`config.mk`:
```
export PLATFORM = sky130hd
export DESIGN_NAME = tw_eeprom_slave
export DESIGN_NICKNAME = d
export VERILOG_FILES = /design/src/rtl/tw_pkg.sv /design/src/rtl/tw_sync.sv /design/src/rtl/tw_prog_timer.sv /design/src/rtl/tw_word_array.sv /design/src/rtl/tw_eeprom_slave.sv
export SDC_FILE = /design/constraint.sdc
export NUM_CORES = 2
export LEC_CHECK = 0
export CORE_ASPECT_RATIO = 0.6
export CORE_MARGIN = 2
export CORE_UTILIZATION = 25
export CTS_CLUSTER_DIAMETER = 120
export CTS_CLUSTER_SIZE = 40
export DETAILED_ROUTE_END_ITERATION = 10
export SLEW_MARGIN = 20
export SYNTH_ARGS = -nofsm -noshare
export SYNTH_HDL_FRONTEND = slang
export SYNTH_HIERARCHICAL = 1
export SYNTH_SLANG_ARGS = --single-unit
```
`constraint.sdc`:
```
create_clock -name clk -period 3.9 [get_ports clk]
set_input_delay 0.585 -clock clk [delete_from_list [all_inputs] [get_ports clk]]
set_output_delay 0.585 -clock clk [all_outputs]
set_load 0.01 [all_outputs]
```
`src/rtl/tw_pkg.sv`:
```
package tw_pkg;

  typedef enum logic [1:0] {
    OP_SPECIAL = 2'b00,
    OP_WRITE   = 2'b01,
    OP_READ    = 2'b10,
    OP_ERASE   = 2'b11
  } tw_op_e;

  typedef enum logic [2:0] {
    ST_IDLE  = 3'd0,
    ST_HDR   = 3'd1,
    ST_WDATA = 3'd2,
    ST_READ  = 3'd3,
    ST_DONE  = 3'd4
  } tw_state_e;

  // Sub-codes carried in the top two address bits of a special frame
  localparam logic [1:0] SUB_ENABLE  = 2'b11;
  localparam logic [1:0] SUB_DISABLE = 2'b00;

  // Opcode plus address bits following the start bit
  function automatic int hdr_bits(input int aw);
    return aw + 2;
  endfunction

  // Counter width able to hold the longer of header and data length
  function automatic int cnt_width(input int hl, input int dw);
    int m;
    m = (hl > dw) ? hl : dw;
    return $clog2(m + 1);
  endfunction

endpackage

```
`src/rtl/tw_sync.sv`:
```
module tw_sync #(
  parameter int W      = 3,
  parameter int STAGES = 2
) (
  input  logic         clk,
  input  logic         rst_n,
  input  logic [W-1:0] d,
  output logic [W-1:0] q
);

  logic [W-1:0] stg [STAGES];

  always_ff @(posedge clk or negedge rst_n) begin
    if (!rst_n) begin
      for (int i = 0; i < STAGES; i++) stg[i] <= '0;
    end else begin
      stg[0] <= d;
      for (int i = 1; i < STAGES; i++) stg[i] <= stg[i-1];
    end
  end

  assign q = stg[STAGES-1];

endmodule

```
`src/rtl/tw_prog_timer.sv`:
```
module tw_prog_timer #(
  parameter int CYCLES = 1000
) (
  input  logic clk,
  input  logic rst_n,
  input  logic start,
  output logic busy,
  output logic done
);

  localparam int CW = $clog2(CYCLES + 1);

  logic [CW-1:0] remain;

  always_ff @(posedge clk or negedge rst_n) begin
    if (!rst_n)              remain <= '0;
    else if (start)          remain <= CW'(CYCLES);
    else if (remain != '0)   remain <= remain - CW'(1);
  end

  assign busy = (remain != '0);
  assign done = (remain == CW'(1));

  AST_START_WHEN_IDLE: assert property (@(posedge clk) disable iff (!rst_n)
    start |-> !busy);
  AST_DONE_ENDS_BUSY: assert property (@(posedge clk) disable iff (!rst_n)
    done |=> !busy);

endmodule

```
`src/rtl/tw_word_array.sv`:
```
module tw_word_array #(
  parameter int AW = 6,
  parameter int DW = 16
) (
  input  logic          clk,
  input  logic          rst_n,
  input  logic          we,
  input  logic [AW-1:0] waddr,
  input  logic [DW-1:0] wdata,
  input  logic [AW-1:0] raddr,
  output logic [DW-1:0] rdata
);

  localparam int DEPTH = 1 << AW;

  logic [DW-1:0] words [DEPTH];

  for (genvar g = 0; g < DEPTH; g++) begin : g_word
    always_ff @(posedge clk or negedge rst_n) begin
      if (!rst_n)                         words[g] <= '0;
      else if (we && waddr == AW'(g))     words[g] <= wdata;
    end
  end

  assign rdata = words[raddr];

endmodule

```
`src/rtl/tw_eeprom_slave.sv`:
```
module tw_eeprom_slave
  import tw_pkg::*;
#(
  parameter int ADDR_W      = 6,
  parameter int DATA_W      = 16,
  parameter int PROG_CYCLES = 1000,
  parameter int SYNC_STAGES = 2
) (
  input  logic clk,
  input  logic rst_n,
  input  logic cs,
  input  logic sclk,
  input  logic sdi,
  output logic sdo,
  output logic sdo_en
);

  localparam int HL = hdr_bits(ADDR_W);
  localparam int CW = cnt_width(HL, DATA_W);

  // ---------------- input synchronization ----------------
  logic [2:0] raw_in, sync_q;
  logic       cs_s, sclk_s, sdi_s, sclk_q, bit_rise;

  assign raw_in = {cs, sclk, sdi};

  tw_sync #(.W(3), .STAGES(SYNC_STAGES)) u_sync (
    .clk   (clk),
    .rst_n (rst_n),
    .d     (raw_in),
    .q     (sync_q)
  );

  assign cs_s   = sync_q[2];
  assign sclk_s = sync_q[1];
  assign sdi_s  = sync_q[0];

  always_ff @(posedge clk or negedge rst_n) begin
    if (!rst_n) sclk_q <= 1'b0;
    else        sclk_q <= sclk_s;
  end

  assign bit_rise = cs_s & sclk_s & ~sclk_q;

  // ---------------- named events ----------------
  tw_state_e         st;
  logic [CW-1:0]     cnt;
  logic [HL-1:0]     hdr, hdr_n;
  logic [DATA_W-1:0] wdat, wdat_n, rd_word, mem_rdata, pend_data;
  logic [ADDR_W-1:0] hdr_addr, pend_addr;
  tw_op_e            op_n;
  logic hdr_last, wdat_last, start_seen, prog_req, prog_start;
  logic busy, prog_done, wen_q, stat_arm, sdo_q, sdo_en_q;

  always_comb begin
    hdr_n      = {hdr[HL-2:0], sdi_s};
    wdat_n     = {wdat[DATA_W-2:0], sdi_s};
    op_n       = tw_op_e'(hdr_n[HL-1 -: 2]);
    hdr_addr   = hdr_n[ADDR_W-1:0];
    hdr_last   = bit_rise && (st == ST_HDR)   && (cnt == CW'(HL-1));
    wdat_last  = bit_rise && (st == ST_WDATA) && (cnt == CW'(DATA_W-1));
    start_seen = bit_rise && (st == ST_IDLE)  && sdi_s;
    prog_req   = wdat_last || (hdr_last && op_n == OP_ERASE);
    prog_start = prog_req && wen_q && !busy;
  end

  // ---------------- storage and timer ----------------
  tw_word_array #(.AW(ADDR_W), .DW(DATA_W)) u_array (
    .clk   (clk),
    .rst_n (rst_n),
    .we    (prog_done),
    .waddr (pend_addr),
    .wdata (pend_data),
    .raddr (hdr_addr),
    .rdata (mem_rdata)
  );

  tw_prog_timer #(.CYCLES(PROG_CYCLES)) u_timer (
    .clk   (clk),
    .rst_n (rst_n),
    .start (prog_start),
    .busy  (busy),
    .done  (prog_done)
  );

  // ---------------- command sequencer ----------------
  always_ff @(posedge clk or negedge rst_n) begin
    if (!rst_n) begin
      st      <= ST_IDLE;
      cnt     <= '0;
      hdr     <= '0;
      wdat    <= '0;
      rd_word <= '0;
    end else if (!cs_s) begin
      st  <= ST_IDLE;
      cnt <= '0;
    end else if (bit_rise) begin
      case (st)
        ST_IDLE: begin
          if (sdi_s) begin
            st  <= ST_HDR;
            cnt <= '0;
          end
        end
        ST_HDR: begin
          hdr <= hdr_n;
          cnt <= cnt + CW'(1);
          if (hdr_last) begin
            cnt <= '0;
            case (op_n)
              OP_READ: begin
                st      <= ST_READ;
                rd_word <= mem_rdata;
              end
              OP_WRITE: st <= ST_WDATA;
              default:  st <= ST_DONE;
            endcase
          end
        end
        ST_WDATA: begin
          wdat <= wdat_n;
          cnt  <= cnt + CW'(1);
          if (wdat_last) st <= ST_DONE;
        end
        ST_READ: begin
          cnt     <= cnt + CW'(1);
          rd_word <= {rd_word[DATA_W-2:0], 1'b0};
          if (cnt == CW'(DATA_W)) st <= ST_DONE;
        end
        default: ;
      endcase
    end
  end

  // ---------------- enable latch, pending word, status arm ----------------
  always_ff @(posedge clk or negedge rst_n) begin
    if (!rst_n) begin
      wen_q     <= 1'b0;
      stat_arm  <= 1'b0;
      pend_addr <= '0;
      pend_data <= '0;
    end else begin
      if (hdr_last && op_n == OP_SPECIAL && !busy) begin
        if (hdr_addr[ADDR_W-1 -: 2] == SUB_ENABLE)       wen_q <= 1'b1;
        else if (hdr_addr[ADDR_W-1 -: 2] == SUB_DISABLE) wen_q <= 1'b0;
      end
      if (prog_start) begin
        pend_addr <= wdat_last ? hdr[ADDR_W-1:0] : hdr_addr;
        pend_data <= wdat_last ? wdat_n : '1;
      end
      if (prog_start)      stat_arm <= 1'b1;
      else if (start_seen) stat_arm <= 1'b0;
    end
  end

  // ---------------- data-out driver ----------------
  always_ff @(posedge clk or negedge rst_n) begin
    if (!rst_n) begin
      sdo_q    <= 1'b0;
      sdo_en_q <= 1'b0;
    end else if (!cs_s) begin
      sdo_en_q <= 1'b0;
    end else if (hdr_last && op_n == OP_READ) begin
      sdo_en_q <= 1'b1;
      sdo_q    <= 1'b0;
    end else if (st == ST_READ) begin
      if (bit_rise) begin
        if (cnt == CW'(DATA_W)) sdo_en_q <= 1'b0;
        else                    sdo_q    <= rd_word[DATA_W-1];
      end
    end else if (st == ST_IDLE && stat_arm && !start_seen) begin
      sdo_en_q <= 1'b1;
      sdo_q    <= !busy;
    end else begin
      sdo_en_q <= 1'b0;
    end
  end

  assign sdo    = sdo_q;
  assign sdo_en = sdo_en_q;

  AST_DESELECT_IDLES: assert property (@(posedge clk) disable iff (!rst_n)
    !cs_s |=> (st == ST_IDLE));
  AST_SDO_HIZ_DESELECT: assert property (@(posedge clk) disable iff (!rst_n)
    !cs_s |=> !sdo_en);
  AST_PROG_NEEDS_WEN: assert property (@(posedge clk) disable iff (!rst_n)
    $rose(busy) |-> $past(wen_q));
  AST_READ_DUMMY_ZERO: assert property (@(posedge clk) disable iff (!rst_n)
    (hdr_last && op_n == OP_READ) |=> (sdo_en && !sdo));

endmodule

```
==> results.cfg <==
[status]
status = finished clean

[clock_network]
cts_setup_buffers = 0
clk_latency_ps = 730
clk_path_buf_depth = 3
htree_num_levels = 1
cts_root_buf = clkbuf_16
numCtsBuffers = 31
clk_pin_slew_worst_paths_ps = 150
cts_sinks = 1113
cts_resized = 0
cts_tree = done
ctsHoldBuffers = 1

[min_path]
min_path_type = in -> reg
hold_path.startpoint = sdi
holdPathEnd = u_sync/stg[3]$_DFF_PN0_
hold_depth = 1

[placed_design]
post-place-ws_ps = 578
hpwlAfterDp_um = 93800
gp_congestion = 0.881
place_area_mm2 = 0.0550
portBuffers = 6

[sta]
tns_ps = 0
finalHoldViolations = 0
finClkSkew_ps = 29.9
grt_setup_unrepaired = no
fin_crit_ps = 3400
drv_slew = 0
tightest_slew_ps = 1070
max_freq_ghz = 0.294
finalCritPeriodShare_pct = 87.2
finalSetupViolCount = 0
slew_headroom_pct = 28.3
fin_ws_ps = 501

[synth]
yosysWarnings = 6
yosysUniqueCellTypes = 74
synthesis.nets = 3391
synth-seq-cells = 1113
syn_avg_cell_area_um2 = 15.1
synth_edf_count = 0
ys_async_sr_fraction_pct = 100
synth_top_cell_by_area = dfrtp_1
synth_ff_type = dfrtp_1
synth_area_leaders = dfrtp_1 55%, mux2_2 25%, mux4_2 9.6%
synthCells = 3377
syn-cell-area_mm2 = 0.0509
yosysSeqAreaShare_pct = 54.7
netlist.area_leader.share_pct = 54.7

[worst_setup_path]
crit_fanout = 19
max_stage_delay_ps = 800
regToRegSetupSlack_ps = 500
cp.arrival_ps = 4040
path_class = reg -> reg
crit_path_top_delay_cell = dfrtp_4
cp-start-kind = flip-flop
critical_path.most_common_cell = mux2_2
reg2reg_from = hdr[0]$_DFFE_PN0P_
rr_endpoint = rd_word[2]$_DFFE_PN0P_
path_cells = buf_12 -> buf_4 -> mux4_2 -> mux2i_1 -> a22oi_1 -> nand2_1 -> nor3_1 -> mux2_2 -> mux2_2
cp.required_ps = 4540
r2r_cells = 9
crit_path_end_kind = flip-flop

[global_routing]
grt_overflow_total = 0
grt_max_degree = 111
grt_pass1_vias = 29600
antenna_found_initial = 5
grt_usage_pct = 13.3
grt_pass1_wl_um = 209000

[finish]
areaGrowthSynthToFinish_pct = 9.74
final_nets = 3332
utilization_pct = 27.6
layout_commonest_cell = mux2_2
drive_gt1_share_pct = 49.5
final_area_mm2 = 0.0559
layout_common_cells = 1124 x mux2_2, 1093 x dfrtp_1, 216 x mux4_2

[job]
cap_violations = 0

[routing]
wl_per_cell_um = 23.3
vias_per_cell = 4.80
vias = 29100
finalWirelength_um = 141000
drt_iter0_drc = 2643
drc = 0
ant_nets = 0
drtPass1Iterations = 7

[floorplanning]
core_mm2 = 0.203
fp.dieH_um = 354
dieArea_mm2 = 0.207
std_cell_rows = 128
io_pins = 7
start_util_pct = 25.1
die_w_um = 587

[power]
pwr_density_cell_mw_per_mm2 = 312
vdd_drop_max_mv = 0.316
power_leakage_nw = 25.8
finalPower_mw = 17.4
==> worst max-delay path by stage <==
stage | endpoint | from | slack (ps)
floorplan | u_array/words[773]$_DFFE_PN0P_ | u_timer/remain[7]$_DFFE_PN0P_ | 870
global placement | rd_word[9]$_DFFE_PN0P_ | hdr[0]$_DFFE_PN0P_ | 630
detailed placement | u_array/words[470]$_DFFE_PN0P_ | u_timer/remain[6]$_DFFE_PN0P_ | 580
CTS | u_array/words[457]$_DFFE_PN0P_ | u_timer/remain[6]$_DFFE_PN0P_ | 550
global route | u_array/words[452]$_DFFE_PN0P_ | u_timer/remain[7]$_DFFE_PN0P_ | 260
finish | rd_word[2]$_DFFE_PN0P_ | hdr[0]$_DFFE_PN0P_ | 500
==> critical path, delay by kind of cell (launching register included) <==
family                 cells  cell delay [ps]
AOI/OAI and AO/OA          1              280
buffers and inverters      2              640
DFF                        1              800
muxes                      4             1230
and+or+nand+nor            2              260
==> synth_stat cells (4+ instances only) <==
master	n
buf_4	13
buf_1	32
dfrtp_1	1113
o21ai_0	15
inv_1	26
nand3_1	17
o2111ai_1	6
or2_2	5
nor3_1	34
nor2_1	25
nand2b_1	12
or3b_2	4
mux4_2	216
ha_1	9
clkbuf_1	184
nor2_2	14
mux2i_1	112
o31ai_1	5
a31o_2	6
a21oi_1	17
nand3b_1	5
a22oi_1	56
o22ai_1	16
nor4_1	4
buf_2	70
nor2_4	4
a211oi_1	10
o211a_1	6
mux2_2	1124
o211ai_1	10
nand2_1	110
nor2b_1	12
a221oi_1	10
and3_1	5
or3_1	7
a32oi_1	6
==> area by class of cell <==
class | count | area [um2]
Tap cell | 2730 | 3420
Sequential cell | 1113 | 27900
Multi-Input combinational cell | 1935 | 21700
Timing Repair Buffer | 209 | 1950
Antenna cell | 5 | 12.5
Inverter | 28 | 110
Fill cell | 20500 | 147000
Clock inverter | 1 | 8.76
Clock buffer | 35 | 791
==> where the power goes <==
group          total, mW  switching, mW  internal, mW
logic              0.930          0.605         0.325
registers           11.6         0.0457          11.5
clock network       4.91           3.45          1.46
total               17.4           4.10          13.3
==> cell families (layout without fill, tap and decap cells) <==
kind of cell | Yosys count | after routing | share of synthesized area (%)
flops | 1113 | 1113 | 54.7
other cells | 0 | 5 | 0
fa+ha+maj | 9 | 9 | 0.221
compound gates | 183 | 183 | 2.67
mux | 1456 | 1456 | 36.7
simple gates | 287 | 287 | 2.99
buf+inv | 329 | 273 | 2.72
==> state kept, by name, summed over array words and instances, names as in the netlist <==
name            flops
cnt                 5
hdr                 7
pend_addr           6
pend_data          16
rd_word            16
sclk_q              1
sdo                 1
sdo_en              1
st                  3
stat_arm            1
u_array/words    1024
u_sync/q            3
u_sync/stg          3
u_timer/remain     10
wdat               15
wen_q               1
==> metrics by stage <==
stage | hold WS [ps] | std cells
detailed placement | 335 | 6013
global route | 275 | 6052
global placement | 343 | 6013
floorplan | 289 | 3377
finish | 309 | 6056
CTS | 271 | 6050
==> metal layers <==
layer	vias to the layer above	GRT usage, %	part of all wire (%)
met4	0	1.55	1.1
met3	88	5.31	11
met5	-	0	0
met2	780	17.2	38
met1	16000	20.8	50
li1	12300	-	-
Note: power is estimated with default switching activity, not from simulation.
